<file path="src/rtl/i2c_eng_pkg.sv">
package i2c_eng_pkg;
  localparam int ADDR_W = 8;
  localparam int DATA_W = 8;
  localparam int CNT_W  = 4;

  localparam logic [6:0]        DEV_ADDR_LO    = 7'h41;
  localparam logic [6:0]        DEV_ADDR_HI    = 7'h44;
  localparam logic [DATA_W-1:0] GC_ADDR_BYTE   = 8'h00;
  localparam logic [DATA_W-1:0] GC_CMD_RESET   = 8'h06;
  localparam logic [DATA_W-1:0] GC_CMD_RELATCH = 8'h04;
  localparam logic [ADDR_W-1:0] CTRL_ADDR      = 8'h04;
  localparam int                SHDN_BIT       = 6;

  typedef enum logic [3:0] {
    ST_IDLE, ST_RX_ADDR, ST_RX_BYTE, ST_ACK_PEND, ST_ACK_HOLD,
    ST_TX_NEXT, ST_TX, ST_TX_ACK, ST_IGNORE, ST_OFF
  } eng_state_e;

  typedef enum logic [1:0] {PH_REG, PH_DATA, PH_GC, PH_DONE} rx_phase_e;
endpackage

</file>
<file path="src/rtl/i2c_pin_sync.sv">
module i2c_pin_sync #(
  parameter int N      = 2,
  parameter int STAGES = 2
) (
  input  logic         clk,
  input  logic         rst_n,
  input  logic [N-1:0] pins_i,
  output logic [N-1:0] pins_o,
  output logic [N-1:0] pins_prev_o
);
  for (genvar g = 0; g < N; g++) begin : g_line
    logic [STAGES:0] chain_q;
    always_ff @(posedge clk or negedge rst_n) begin
      if (!rst_n) chain_q <= '1;
      else        chain_q <= {chain_q[STAGES-1:0], pins_i[g]};
    end
    assign pins_o[g]      = chain_q[STAGES-1];
    assign pins_prev_o[g] = chain_q[STAGES];
  end
endmodule

</file>
<file path="src/rtl/i2c_cond_detect.sv">
module i2c_cond_detect (
  input  logic scl_now,
  input  logic scl_old,
  input  logic sda_now,
  input  logic sda_old,
  output logic scl_rise,
  output logic scl_fall,
  output logic start_det,
  output logic stop_det
);
  logic scl_steady_hi;
  assign scl_steady_hi = scl_now & scl_old;
  assign scl_rise  = scl_now & ~scl_old;
  assign scl_fall  = ~scl_now & scl_old;
  assign start_det = scl_steady_hi & sda_old & ~sda_now;
  assign stop_det  = scl_steady_hi & ~sda_old & sda_now;
endmodule

</file>
<file path="src/rtl/i2c_ptr_next.sv">
module i2c_ptr_next
  import i2c_eng_pkg::*;
#(
  parameter int                            NUM_RANGES = 3,
  parameter logic [NUM_RANGES*ADDR_W-1:0]  RANGE_LO   = {8'h10, 8'h08, 8'h00},
  parameter logic [NUM_RANGES*ADDR_W-1:0]  RANGE_HI   = {8'h12, 8'h09, 8'h01},
  parameter logic [ADDR_W-1:0]             LAST_ADDR  = 8'h12
) (
  input  logic [ADDR_W-1:0] ptr_i,
  output logic [ADDR_W-1:0] ptr_o
);
  logic [NUM_RANGES-1:0] hit;

  for (genvar g = 0; g < NUM_RANGES; g++) begin : g_range
    logic [ADDR_W-1:0] lo, span, off;
    assign lo     = RANGE_LO[g*ADDR_W +: ADDR_W];
    assign span   = RANGE_HI[g*ADDR_W +: ADDR_W] - lo;
    assign off    = ptr_i - lo;
    assign hit[g] = (off <= span);
  end

  always_comb begin
    if (!(|hit))               ptr_o = ptr_i;
    else if (ptr_i == LAST_ADDR) ptr_o = '0;
    else                       ptr_o = ptr_i + 1'b1;
  end
endmodule

</file>
<file path="src/rtl/i2c_reg_engine.sv">
module i2c_reg_engine
  import i2c_eng_pkg::*;
#(
  parameter int SYNC_STAGES = 2
) (
  input  logic              clk,
  input  logic              rst_n,
  input  logic              scl_i,
  input  logic              sda_i,
  input  logic              addr_pin_i,
  output logic              sda_oe_o,
  output logic [ADDR_W-1:0] reg_addr_o,
  output logic              reg_wr_o,
  output logic [DATA_W-1:0] reg_wdata_o,
  output logic              reg_rd_o,
  input  logic [DATA_W-1:0] reg_rdata_i,
  output logic              dev_rst_o
);
  logic [1:0] pins_s, pins_p;
  logic scl_s, scl_p, sda_s, sda_p;
  logic scl_rise, scl_fall, start_det, stop_det;

  i2c_pin_sync #(.N(2), .STAGES(SYNC_STAGES)) u_sync (
    .clk         (clk),
    .rst_n       (rst_n),
    .pins_i      ({scl_i, sda_i}),
    .pins_o      (pins_s),
    .pins_prev_o (pins_p)
  );

  assign scl_s = pins_s[1];
  assign sda_s = pins_s[0];
  assign scl_p = pins_p[1];
  assign sda_p = pins_p[0];

  i2c_cond_detect u_cond (
    .scl_now   (scl_s),
    .scl_old   (scl_p),
    .sda_now   (sda_s),
    .sda_old   (sda_p),
    .scl_rise  (scl_rise),
    .scl_fall  (scl_fall),
    .start_det (start_det),
    .stop_det  (stop_det)
  );

  logic [ADDR_W-1:0] ptr_q, ptr_nx;

  i2c_ptr_next u_ptr (
    .ptr_i (ptr_q),
    .ptr_o (ptr_nx)
  );

  eng_state_e        state_q;
  rx_phase_e         phase_q;
  logic [CNT_W-1:0]  cnt_q;
  logic [6:0]        shreg_q;
  logic [DATA_W-1:0] txsh_q, wdata_q, rx_byte;
  logic              ack_en_q, rw_q, shut_pend_q;
  logic              addr_lat_q, lat_done_q;
  logic              sda_oe_q, wr_q, rd_q, adv_q, devrst_q;
  logic [6:0]        dev_addr;

  assign rx_byte  = {shreg_q, sda_s};
  assign dev_addr = addr_lat_q ? DEV_ADDR_HI : DEV_ADDR_LO;

  always_ff @(posedge clk or negedge rst_n) begin
    if (!rst_n) begin
      state_q     <= ST_IDLE;
      phase_q     <= PH_REG;
      cnt_q       <= '0;
      shreg_q     <= '0;
      txsh_q      <= '0;
      wdata_q     <= '0;
      ack_en_q    <= 1'b0;
      rw_q        <= 1'b0;
      shut_pend_q <= 1'b0;
      addr_lat_q  <= 1'b0;
      lat_done_q  <= 1'b0;
      sda_oe_q    <= 1'b0;
      wr_q        <= 1'b0;
      rd_q        <= 1'b0;
      adv_q       <= 1'b0;
      devrst_q    <= 1'b0;
      ptr_q       <= '0;
    end else begin
      wr_q     <= 1'b0;
      rd_q     <= 1'b0;
      adv_q    <= 1'b0;
      devrst_q <= 1'b0;
      if (!lat_done_q) begin
        addr_lat_q <= addr_pin_i;
        lat_done_q <= 1'b1;
      end
      if (adv_q) ptr_q  <= ptr_nx;
      if (rd_q)  txsh_q <= reg_rdata_i;

      if (state_q == ST_OFF) begin
        sda_oe_q <= 1'b0;
      end else if (start_det) begin
        state_q  <= ST_RX_ADDR;
        cnt_q    <= '0;
        sda_oe_q <= 1'b0;
      end else if (stop_det) begin
        state_q  <= ST_IDLE;
        sda_oe_q <= 1'b0;
      end else begin
        case (state_q)
          ST_RX_ADDR, ST_RX_BYTE: begin
            if (scl_rise) begin
              shreg_q <= rx_byte[6:0];
              cnt_q   <= cnt_q + 4'd1;
              if (cnt_q == 4'd7) begin
                state_q <= ST_ACK_PEND;
                if (state_q == ST_RX_ADDR) begin
                  if (rx_byte[7:1] == dev_addr) begin
                    ack_en_q <= 1'b1;
                    rw_q     <= rx_byte[0];
                    phase_q  <= PH_REG;
                  end else if (rx_byte == GC_ADDR_BYTE) begin
                    ack_en_q <= 1'b1;
                    rw_q     <= 1'b0;
                    phase_q  <= PH_GC;
                  end else begin
                    ack_en_q <= 1'b0;
                  end
                end else begin
                  ack_en_q <= 1'b1;
                  case (phase_q)
                    PH_REG: begin
                      ptr_q   <= rx_byte;
                      phase_q <= PH_DATA;
                    end
                    PH_DATA: begin
                      wr_q    <= 1'b1;
                      adv_q   <= 1'b1;
                      wdata_q <= rx_byte;
                      if (ptr_q == CTRL_ADDR && rx_byte[SHDN_BIT]) shut_pend_q <= 1'b1;
                    end
                    PH_GC: begin
                      phase_q <= PH_DONE;
                      if (rx_byte == GC_CMD_RESET) begin
                        devrst_q   <= 1'b1;
                        ptr_q      <= '0;
                        addr_lat_q <= addr_pin_i;
                      end else if (rx_byte == GC_CMD_RELATCH) begin
                        addr_lat_q <= addr_pin_i;
                      end
                    end
                    default: ack_en_q <= 1'b0;
                  endcase
                end
              end
            end
          end
          ST_ACK_PEND: begin
            if (scl_fall) begin
              if (ack_en_q) begin
                sda_oe_q <= 1'b1;
                state_q  <= ST_ACK_HOLD;
              end else begin
                state_q  <= ST_IGNORE;
              end
            end
          end
          ST_ACK_HOLD: begin
            if (scl_rise && rw_q) begin
              rd_q    <= 1'b1;
              state_q <= ST_TX_NEXT;
            end else if (scl_fall) begin
              sda_oe_q <= 1'b0;
              cnt_q    <= '0;
              state_q  <= shut_pend_q ? ST_OFF : ST_RX_BYTE;
            end
          end
          ST_TX_NEXT: begin
            if (scl_fall) begin
              sda_oe_q <= ~txsh_q[7];
              cnt_q    <= '0;
              state_q  <= ST_TX;
            end
          end
          ST_TX: begin
            if (scl_rise) begin
              cnt_q <= cnt_q + 4'd1;
              if (cnt_q == 4'd7) adv_q <= 1'b1;
            end else if (scl_fall) begin
              if (cnt_q == 4'd8) begin
                sda_oe_q <= 1'b0;
                state_q  <= ST_TX_ACK;
              end else begin
                sda_oe_q <= ~txsh_q[6];
                txsh_q   <= {txsh_q[6:0], 1'b0};
              end
            end
          end
          ST_TX_ACK: begin
            if (scl_rise) begin
              if (!sda_s) begin
                rd_q    <= 1'b1;
                state_q <= ST_TX_NEXT;
              end else begin
                state_q <= ST_IGNORE;
              end
            end
          end
          default: ;
        endcase
      end
    end
  end

  assign sda_oe_o    = sda_oe_q;
  assign reg_addr_o  = ptr_q;
  assign reg_wr_o    = wr_q;
  assign reg_wdata_o = wdata_q;
  assign reg_rd_o    = rd_q;
  assign dev_rst_o   = devrst_q;


  sda_edge_chk: assert property (@(posedge clk) disable iff (!rst_n)
    (sda_oe_q != $past(sda_oe_q)) |-> $past(scl_fall || start_det || stop_det));


  off_quiet_chk: assert property (@(posedge clk) disable iff (!rst_n)
    (state_q == ST_OFF) |=> (state_q == ST_OFF && !sda_oe_q && !wr_q && !rd_q));


  ignore_quiet_chk: assert property (@(posedge clk) disable iff (!rst_n)
    (state_q == ST_IGNORE) |-> !sda_oe_q);


  wr_on_rise_chk: assert property (@(posedge clk) disable iff (!rst_n)
    wr_q |-> $past(scl_rise));


  rd_on_rise_chk: assert property (@(posedge clk) disable iff (!rst_n)
    rd_q |-> ($past(scl_rise) && !wr_q));


  devrst_pulse_chk: assert property (@(posedge clk) disable iff (!rst_n)
    devrst_q |=> !devrst_q);
endmodule

</file>
<file path="config.mk">
export PLATFORM = sky130hd
export DESIGN_NAME = i2c_reg_engine
export DESIGN_NICKNAME = d
export VERILOG_FILES = /design/src/rtl/i2c_eng_pkg.sv /design/src/rtl/i2c_pin_sync.sv /design/src/rtl/i2c_cond_detect.sv /design/src/rtl/i2c_ptr_next.sv /design/src/rtl/i2c_reg_engine.sv
export SDC_FILE = /design/constraint.sdc
export NUM_CORES = 1
export LEC_CHECK = 0
export BUFFER_PORTS_ARGS = -buffer_cell sky130_fd_sc_hd__buf_4
export CORE_ASPECT_RATIO = 0.5
export CORE_MARGIN = 2
export CORE_UTILIZATION = 25
export DETAILED_ROUTE_END_ITERATION = 6
export GPL_TIMING_DRIVEN = 1
export HOLD_SLACK_MARGIN = 0.06
export SETUP_SLACK_MARGIN = 0.3
export SYNTH_ARGS = -nofsm -noshare
export SYNTH_HDL_FRONTEND = slang
export SYNTH_SLANG_ARGS = --single-unit
</file>
<file path="constraint.sdc">
create_clock -name clk -period 2.79 [get_ports clk]
set_input_delay 0.558 -clock clk [delete_from_list [all_inputs] [get_ports clk]]
set_output_delay 0.558 -clock clk [all_outputs]
set_load 0.01 [all_outputs]
</file>
==> impl_results.rst, run 1 <==
.. list-table::
   :header-rows: 1

   * - Metric
     - Value
   * - Result of the run
     - complete, no violations
   * - Tightest Hold Check Type
     - in2async
   * - # DRC
     - 0
   * - Relative slew slack
     - 52.7%
   * - Initial detailed-routing violation count
     - 101
   * - Final Hold Fails
     - 0
   * - Reg2reg path depth
     - 7
   * - Worst skew pair latency
     - 330 ps
   * - Fillcell total
     - 1202
   * - Vias per cell
     - 4.60
   * - Routed length per placed instance
     - 13.7 um
   * - Minimum clock period after layout
     - 2350 ps
   * - Htree depth
     - 3
   * - Number of enable flip-flop cells after synthesis
     - 0
   * - Kind of critical path
     - reg2reg
   * - Arrival time reported for the critical path endpoint
     - 2560 ps
   * - Reg area
     - 1430 um2
   * - Number of antenna violations at the first check in global routing
     - 0
   * - HPWL after detailed placement
     - 4930 um
   * - Largest net degree at the start of global routing
     - 58
   * - Fraction of synthesis flops using an asynchronous set or reset pin
     - 100%
   * - Via count of the first global-routing pass
     - 2132
   * - Pin slew with the least headroom to its limit
     - 709 ps
   * - Clock buffer count from CTS
     - 9
   * - Pleak
     - 1.65 nW
   * - Area enclosed by the die boundary
     - 12900 um2
   * - TritonRoute pass-1 iters
     - 4
   * - Overall die height
     - 81.3 um
   * - Final setup violation count
     - 0
   * - Fraction of layout instances using a drive strength above 1
     - 23.8%
   * - F_max
     - 0.426 GHz
   * - Remaining global-route overflow
     - 0
   * - Reported max-cap violation count
     - 0
   * - Dominant synthesized flop cell
     - sky130_fd_sc_hd__dfrtp_1
   * - Final Wtd Congestion
     - 0.899
   * - Synthesized area
     - 2990 um2
   * - Worst-case register-to-register setup slack
     - 440 ps
   * - Number of non-filler instances in the completed layout
     - 493
   * - Clock slew at the register clock pins of the worst setup and hold paths
     - 50 ps
   * - Count of port buffers added during placement
     - 32
   * - Nets in the synthesized netlist
     - 307
   * - Worst-path fanout max
     - 8
   * - Core region area
     - 11700 um2
   * - Final critical-path share of the clock period
     - 84.2%
   * - Number of slew-limit violations in the final report
     - 0
   * - Antenna fix cells
     - 0
   * - Setup Buffers After CTS
     - 0
   * - Crit start category
     - register
   * - Count of placed standard cells including taps
     - 477
   * - Number of cells upsized or downsized after cts
     - 0
   * - Seq/Total Area, Yosys
     - 48.0%
   * - Number of top-level pins
     - 33
   * - CTS hold repair buffers
     - 0
   * - Effective utilization at floorplan
     - 25.4%
   * - Summed negative setup slack over all endpoints
     - 0 ps
   * - Count of cell types in the netlist
     - 60
   * - R2r endpoint
     - reg_wdata_o[3]$_DFFE_PN0P_
   * - Rows
     - 28
   * - Unrepaired setup endpoints after global routing
     - no
   * - IR Drop Worst-Case VDD
     - 0.000320 V
   * - Total power density per cell area
     - 698 nW/um2
   * - Required time of the critical path
     - 3000 ps
   * - Sort of element at the end of the critical path
     - register
   * - Number of register bits inferred by synthesis
     - 57
   * - Clock tree root buffer cell
     - sky130_fd_sc_hd__clkbuf_16
   * - Via Count
     - 2267
   * - Critical register-to-register path startpoint
     - cnt_q[0]$_DFFE_PN0P_
   * - Final worst clock skew
     - 6.97 ps
   * - Tot GR Track Use
     - 11.1%
   * - Antenna-violating nets left
     - 0
   * - Area taken by multi-input logic gates
     - 1430 um2
   * - Instance count of the mapped netlist
     - 287
   * - Clock tree from TritonCTS
     - built
   * - Total number of nets in the final design
     - 343
   * - Count of clock tree sinks
     - 57
   * - Max Root-Sink Buffers
     - 2
   * - Mapped Avg Cell Area
     - 10.4 um2
   * - Final-layout worst hold slack
     - 286 ps
   * - First-pass GRT wire length
     - 11100 um
   * - Chip Width
     - 159 um
   * - Layout overhead on the synthesized area
     - 25.6%
   * - Count of yosys warnings during synthesis
     - 0
   * - Total wirelength of the detailed-routed design
     - 6760 um
[critical path, stage by stage (launching register included)]
cell and delay [ps]:
sky130_fd_sc_hd__dfrtp_1 400, sky130_fd_sc_hd__ha_1 200, sky130_fd_sc_hd__and3b_1 280, sky130_fd_sc_hd__nand4_2 190
sky130_fd_sc_hd__or2_4 310, sky130_fd_sc_hd__nor3b_4 300, sky130_fd_sc_hd__buf_4 230, sky130_fd_sc_hd__mux2_1 330
[worst max path at each step]
stage	end	cells after the start	slack (ps)	from
floorplan	reg_wdata_o[3]$_DFFE_PN0P_	7	700	u_sync.g_line[0].chain_q[1]$_DFF_PN1_
global placement	reg_wdata_o[6]$_DFFE_PN0P_	7	440	cnt_q[0]$_DFFE_PN0P_
detailed placement	reg_wdata_o[3]$_DFFE_PN0P_	7	350	cnt_q[0]$_DFFE_PN0P_
CTS	reg_wdata_o[3]$_DFFE_PN0P_	7	340	cnt_q[0]$_DFFE_PN0P_
global route	reg_wdata_o[3]$_DFFE_PN0P_	7	310	cnt_q[0]$_DFFE_PN0P_
finish	reg_wdata_o[3]$_DFFE_PN0P_	7	440	cnt_q[0]$_DFFE_PN0P_
[per-stage QoR]
stage	worst slack, ps	total power [W]	instance area (um2)	utilization (%)
2_1_floorplan	696	0.00129	2990	-
3_3_place_gp	443	0.00143	3410	29.1
3_5_place_dp	348	0.00143	3410	29.1
4_1_cts	337	0.00265	3740	31.9
5_1_grt	308	0.00275	3750	32.0
6_report	441	0.00262	3750	32.0
[power breakdown]
group	leakage [nW]	internal, W	switching (W)	total, W
Clock	0.159	0.000807	0.000388	0.00120
Combinational	0.783	0.000163	0.000199	0.000362
Sequential	0.708	0.000919	0.000139	0.00106
[per-layer routing]
metal | vias to the layer above | global-route usage (%) | part of all wire, %
met2 | 48 | 16.6 | 44
met4 | 0 | 5.23 | 1.9
met3 | 12 | 3.68 | 5.0
li1 | 1116 | - | -
met1 | 1091 | 14.6 | 49
met5 | - | 0 | 0
[synthesized netlist by cell type (2+ instances only)]
library cell | count | share of area [%]
sky130_fd_sc_hd__a21oi_1 | 15 | 2.5
sky130_fd_sc_hd__and3b_1 | 2 | 0.59
sky130_fd_sc_hd__xor2_1 | 3 | 0.88
sky130_fd_sc_hd__ha_1 | 7 | 2.9
sky130_fd_sc_hd__buf_2 | 3 | 0.50
sky130_fd_sc_hd__nand2_1 | 17 | 2.1
sky130_fd_sc_hd__nand4b_1 | 2 | 0.59
sky130_fd_sc_hd__nand3_1 | 7 | 1.2
sky130_fd_sc_hd__mux2i_1 | 11 | 3.7
sky130_fd_sc_hd__inv_1 | 18 | 2.3
sky130_fd_sc_hd__nor2b_1 | 8 | 1.7
sky130_fd_sc_hd__mux2_2 | 10 | 3.8
sky130_fd_sc_hd__nor2_1 | 22 | 2.8
sky130_fd_sc_hd__dfstp_2 | 6 | 5.3
sky130_fd_sc_hd__and4_1 | 2 | 0.59
sky130_fd_sc_hd__nand3b_1 | 2 | 0.50
sky130_fd_sc_hd__o21ai_0 | 15 | 2.5
sky130_fd_sc_hd__xnor2_1 | 2 | 0.59
sky130_fd_sc_hd__or3_1 | 2 | 0.42
sky130_fd_sc_hd__a41o_1 | 2 | 0.67
sky130_fd_sc_hd__nand4_1 | 3 | 0.63
sky130_fd_sc_hd__o211ai_1 | 4 | 1.0
sky130_fd_sc_hd__a21o_1 | 2 | 0.50
sky130_fd_sc_hd__and2_1 | 3 | 0.63
sky130_fd_sc_hd__nor3_1 | 6 | 1.0
sky130_fd_sc_hd__o2111ai_1 | 2 | 0.59
sky130_fd_sc_hd__a21bo_2 | 2 | 0.67
sky130_fd_sc_hd__clkbuf_1 | 6 | 0.75
sky130_fd_sc_hd__a41oi_1 | 2 | 0.59
sky130_fd_sc_hd__o311ai_0 | 2 | 0.59
sky130_fd_sc_hd__dfrtp_1 | 51 | 43
sky130_fd_sc_hd__buf_1 | 2 | 0.25
sky130_fd_sc_hd__a22o_1 | 8 | 2.3
sky130_fd_sc_hd__o21a_1 | 2 | 0.50
sky130_fd_sc_hd__nor4_1 | 3 | 0.63
sky130_fd_sc_hd__mux2_1 | 8 | 3.0
sky130_fd_sc_hd__and3_1 | 2 | 0.42
[cells in the final DEF, fill, tap and decap left out, types with 3 or more instances in the layout]
| cell | Yosys | final |
|---|---|---|
| sky130_fd_sc_hd__dfrtp_1 | 51 | 51 |
| sky130_fd_sc_hd__buf_4 | 1 | 38 |
| sky130_fd_sc_hd__nor2_1 | 22 | 22 |
| sky130_fd_sc_hd__inv_1 | 18 | 18 |
| sky130_fd_sc_hd__nand2_1 | 17 | 17 |
| sky130_fd_sc_hd__a21oi_1 | 15 | 15 |
| sky130_fd_sc_hd__o21ai_0 | 15 | 15 |
| sky130_fd_sc_hd__mux2i_1 | 11 | 11 |
| sky130_fd_sc_hd__mux2_2 | 10 | 10 |
| sky130_fd_sc_hd__clkbuf_16 | 0 | 9 |
| sky130_fd_sc_hd__nor2b_1 | 8 | 8 |
| sky130_fd_sc_hd__a22o_1 | 8 | 8 |
| sky130_fd_sc_hd__mux2_1 | 8 | 8 |
| sky130_fd_sc_hd__nand3_1 | 7 | 7 |
| sky130_fd_sc_hd__ha_1 | 7 | 7 |
| sky130_fd_sc_hd__nor3_1 | 6 | 6 |
| sky130_fd_sc_hd__dfstp_2 | 6 | 6 |
| sky130_fd_sc_hd__o211ai_1 | 4 | 4 |
| sky130_fd_sc_hd__and2_1 | 3 | 3 |
| sky130_fd_sc_hd__xor2_1 | 3 | 3 |
| sky130_fd_sc_hd__nand4_1 | 3 | 3 |
| sky130_fd_sc_hd__nor4_1 | 3 | 3 |
[flip-flops by register name (all words and copies together), names as in the netlist]
register / flops
ack_en_q: 1
addr_lat_q: 1
adv_q: 1
cnt_q: 4
dev_rst_o: 1
lat_done_q: 1
phase_q: 2
reg_addr_o: 8
reg_rd_o: 1
reg_wdata_o: 8
reg_wr_o: 1
rw_q: 1
sda_oe_o: 1
shreg_q: 7
shut_pend_q: 1
state_q: 4
txsh_q: 8
u_sync.g_line.chain_q: 6
[cells by family after synthesis]
group	after synthesis	share of synthesized area (%)
DFF	57	48.0
other	1	0.126
xor gates and xnor gates	5	1.47
and+or+nand+nor	92	17.6
buffers and inverters	31	4.40
muxes	29	10.5
AOI/OAI and AO/OA	65	15.0
adders and majority gates	7	2.93
[layout make-up]
class | count | share of cell area, %
Sequential cell | 57 | 38.2
Multi-Input combinational cell | 199 | 38.1
Timing Repair Buffer | 38 | 7.61
Clock buffer | 10 | 6.37
Tap cell | 165 | 5.51
Clock inverter | 6 | 2.40
Inverter | 18 | 1.80
No activity file was read; power rests on OpenSTA's default activity.
==> run 2: changes to the inputs <==
==> constraint.sdc (replaced) <==
create_clock -name clk -period 2.3 [get_ports clk]
set_input_delay 0.46 -clock clk [delete_from_list [all_inputs] [get_ports clk]]
set_output_delay 0.46 -clock clk [all_outputs]
set_load 0.01 [all_outputs]
==> run 2 against run 1 <==
Against the previous run: clock power is 13% higher; final cell count rose by 4.3%; combinational power grew 50%; worst hold slack worse by 110 ps; first-iteration DRC count rose by 120%; worst setup slack worse by 160 ps; flip-flop and latch count unchanged; final area increased by 5.6%; die area unchanged; clock skew grew 2.3 ps; routed wire length up 8.0%; count of clock-buffer cells in the layout unchanged; largest power group unchanged; highest routed layer unchanged.
==> impl_results.rst, run 2 (same netlist as run 1, synthesis figures left out) <==
.. list-table::
   :header-rows: 1

   * - Metric
     - Value
   * - Result of the run
     - complete, no violations
   * - F_max
     - 0.495 GHz
   * - Final setup violation count
     - 0
   * - Final critical-path share of the clock period
     - 87.9%
   * - IR Drop Worst-Case VDD
     - 0.000364 V
   * - Chip Width
     - 159 um
   * - Minimum clock period after layout
     - 2020 ps
   * - Pin slew with the least headroom to its limit
     - 733 ps
   * - Initial detailed-routing violation count
     - 222
   * - Critical-path cell with the highest stage delay
     - sky130_fd_sc_hd__dfstp_2
   * - Tightest Hold Check Type
     - in2async
   * - Layout overhead on the synthesized area
     - 32.6%
   * - Summed negative setup slack over all endpoints
     - 0 ps
   * - Via count of the first global-routing pass
     - 2243
   * - Core region area
     - 11700 um2
   * - Worst-path fanout max
     - 8
   * - Final Hold Fails
     - 0
   * - Worst-case register-to-register setup slack
     - 280 ps
   * - R2r endpoint
     - reg_wdata_o[7]$_DFFE_PN0P_
   * - Design Power
     - 0.00317 W
   * - Worst Setup Slack, final
     - 279 ps
   * - Launching instance or port of the critical path
     - u_sync.g_line[1].chain_q[1]$_DFF_PN1_
   * - Kind of critical path
     - reg2reg
   * - Endpoint of the worst setup timing path
     - reg_wdata_o[7]$_DFFE_PN0P_
   * - Largest net degree at the start of global routing
     - 58
   * - Reg area
     - 1440 um2
   * - First-pass GRT wire length
     - 11800 um
   * - Pleak
     - 1.75 nW
   * - Clock tree from TritonCTS
     - built
   * - Final Wtd Congestion
     - 0.882
   * - Setup slack at placement
     - 106 ps
   * - Critical register-to-register path startpoint
     - u_sync.g_line[1].chain_q[1]$_DFF_PN1_
   * - Clock buffer count from CTS
     - 9
   * - Sort of element at the end of the critical path
     - register
   * - Max Root-Sink Buffers
     - 2
   * - Required time of the critical path
     - 2510 ps
   * - Routed length per placed instance
     - 14.2 um
   * - Reported max-cap violation count
     - 0
   * - Number of top-level pins
     - 33
   * - Total number of nets in the final design
     - 364
   * - Reg2reg path depth
     - 6
   * - HPWL after detailed placement
     - 4920 um
   * - Remaining global-route overflow
     - 0
   * - Clock slew at the register clock pins of the worst setup and hold paths
     - 60 ps
   * - Rows
     - 28
   * - Tot GR Track Use
     - 11.8%
   * - Relative slew slack
     - 51.2%
   * - Antenna fix cells
     - 0
   * - Final worst clock skew
     - 9.32 ps
   * - Highest-count cells in the layout ignoring fill and taps
     - 58 x sky130_fd_sc_hd__buf_4, 47 x sky130_fd_sc_hd__dfrtp_1, 21 x sky130_fd_sc_hd__nor2_1
   * - CTS hold repair buffers
     - 0
   * - Worst path cell trace
     - nor4b_4 -> nand4_4 -> or2_4 -> nor3b_4 -> buf_6 -> mux2_2
   * - Arrival time reported for the critical path endpoint
     - 2230 ps
   * - Worst skew pair latency
     - 320 ps
   * - Area enclosed by the die boundary
     - 12900 um2
   * - # DRC
     - 0
   * - Antenna-violating nets left
     - 0
   * - Total wirelength of the detailed-routed design
     - 7300 um
   * - Clock tree root buffer cell
     - sky130_fd_sc_hd__clkbuf_16
   * - TritonRoute pass-1 iters
     - 5
   * - Count of clock tree sinks
     - 57
   * - Total power density per cell area
     - 801 nW/um2
   * - Final-layout worst hold slack
     - 180 ps
   * - Htree depth
     - 3
   * - Via Count
     - 2435
   * - Number of slew-limit violations in the final report
     - 0
   * - Area taken by multi-input logic gates
     - 1500 um2
   * - Count of port buffers added during placement
     - 32
   * - Slowest stage delay, CP
     - 530 ps
   * - Most common library cell in the layout ignoring fill and taps
     - sky130_fd_sc_hd__buf_4
   * - Crit start category
     - register
   * - Overall die height
     - 81.3 um
   * - Fillcell total
     - 1200
   * - Vias per cell
     - 4.74
   * - Fraction of layout instances using a drive strength above 1
     - 33.8%
   * - Unrepaired setup endpoints after global routing
     - yes
   * - Effective utilization at floorplan
     - 25.4%
   * - Number of antenna violations at the first check in global routing
     - 0
## run 2: changes by cell type in the layout (fill, tap and decap cells not counted), moves of 2 or more
cell / previous run / this run
sky130_fd_sc_hd__buf_4: 38 / 58
sky130_fd_sc_hd__dfrtp_1: 51 / 47
sky130_fd_sc_hd__dfrtp_2: 0 / 4
sky130_fd_sc_hd__mux2_4: 0 / 4
sky130_fd_sc_hd__mux2_1: 8 / 5
sky130_fd_sc_hd__and3b_1: 2 / 0
sky130_fd_sc_hd__and3b_2: 0 / 2
sky130_fd_sc_hd__nor2b_1: 8 / 6
sky130_fd_sc_hd__nor3_1: 6 / 4
sky130_fd_sc_hd__nor3_2: 1 / 3
## run 2: cell type report
cell class	instances	area share, %
clock buffer	10	6.03
tap	165	5.21
multi-input combinational	199	37.8
clock inverter	6	1.67
inverter	18	1.71
sequential	57	36.3
timing repair buffer	59	11.3
## run 2: repair_timing
action	in CTS	in global routing
buffers inserted	6	4
endpoints found under the hold margin	0	0
setup endpoints to repair	16	27
pin swaps	3	3
resized for setup	13	15
gates cloned	0	0
## run 2: metal layers
layer | GRT usage (%) | vias up | part of all wire, %
met5 | 0 | - | 0
met4 | 3.69 | 0 | 0.93
met3 | 3.04 | 8 | 4.7
met2 | 17.6 | 80 | 44
met1 | 16.7 | 1194 | 50
li1 | - | 1153 | -
## run 2: how the worst min path moves through the flow
| stage | startpoint | to | slack, ps |
|---|---|---|---|
| 4_1_cts | rst_n | sda_oe_o$_DFFE_PN0P_ | 230 |
| 2_1_floorplan | rst_n | ack_en_q$_DFFE_PN0P_ | 160 |
| 6_report | rst_n | sda_oe_o$_DFFE_PN0P_ | 180 |
| 5_1_grt | sda_i | u_sync.g_line[0].chain_q[0]$_DFF_PN1_ | 240 |
| 3_5_place_dp | u_sync.g_line[0].chain_q[0]$_DFF_PN1_ | u_sync.g_line[0].chain_q[1]$_DFF_PN1_ | 350 |
| 3_3_place_gp | u_sync.g_line[0].chain_q[0]$_DFF_PN1_ | u_sync.g_line[0].chain_q[1]$_DFF_PN1_ | 350 |
## run 2: critical path, delay by kind of cell (launching register included)
| family | cells | cell delay [ps] |
|---|---|---|
| multiplexers | 1 | 330 |
| AND/OR/NAND/NOR | 4 | 880 |
| flip-flops | 1 | 530 |
| buffers and inverters | 1 | 170 |
## run 2: report_power, final
part | internal, W | switching (W)
Sequential | 0.00112 | 0.000165
Combinational | 0.000250 | 0.000294
Clock | 0.000870 | 0.000477
Total | 0.00224 | 0.000936
## run 2: stage by stage
| step | instance area (um2) | utilization [%] | cells |
|---|---|---|---|
| after floorplan | 2990 | - | 287 |
| after global placement | 3500 | 29.8 | 488 |
| after detailed placement | 3500 | 29.8 | 488 |
| after CTS | 3880 | 33.1 | 510 |
| after global routing | 3960 | 33.8 | 514 |
| final | 3960 | 33.8 | 514 |
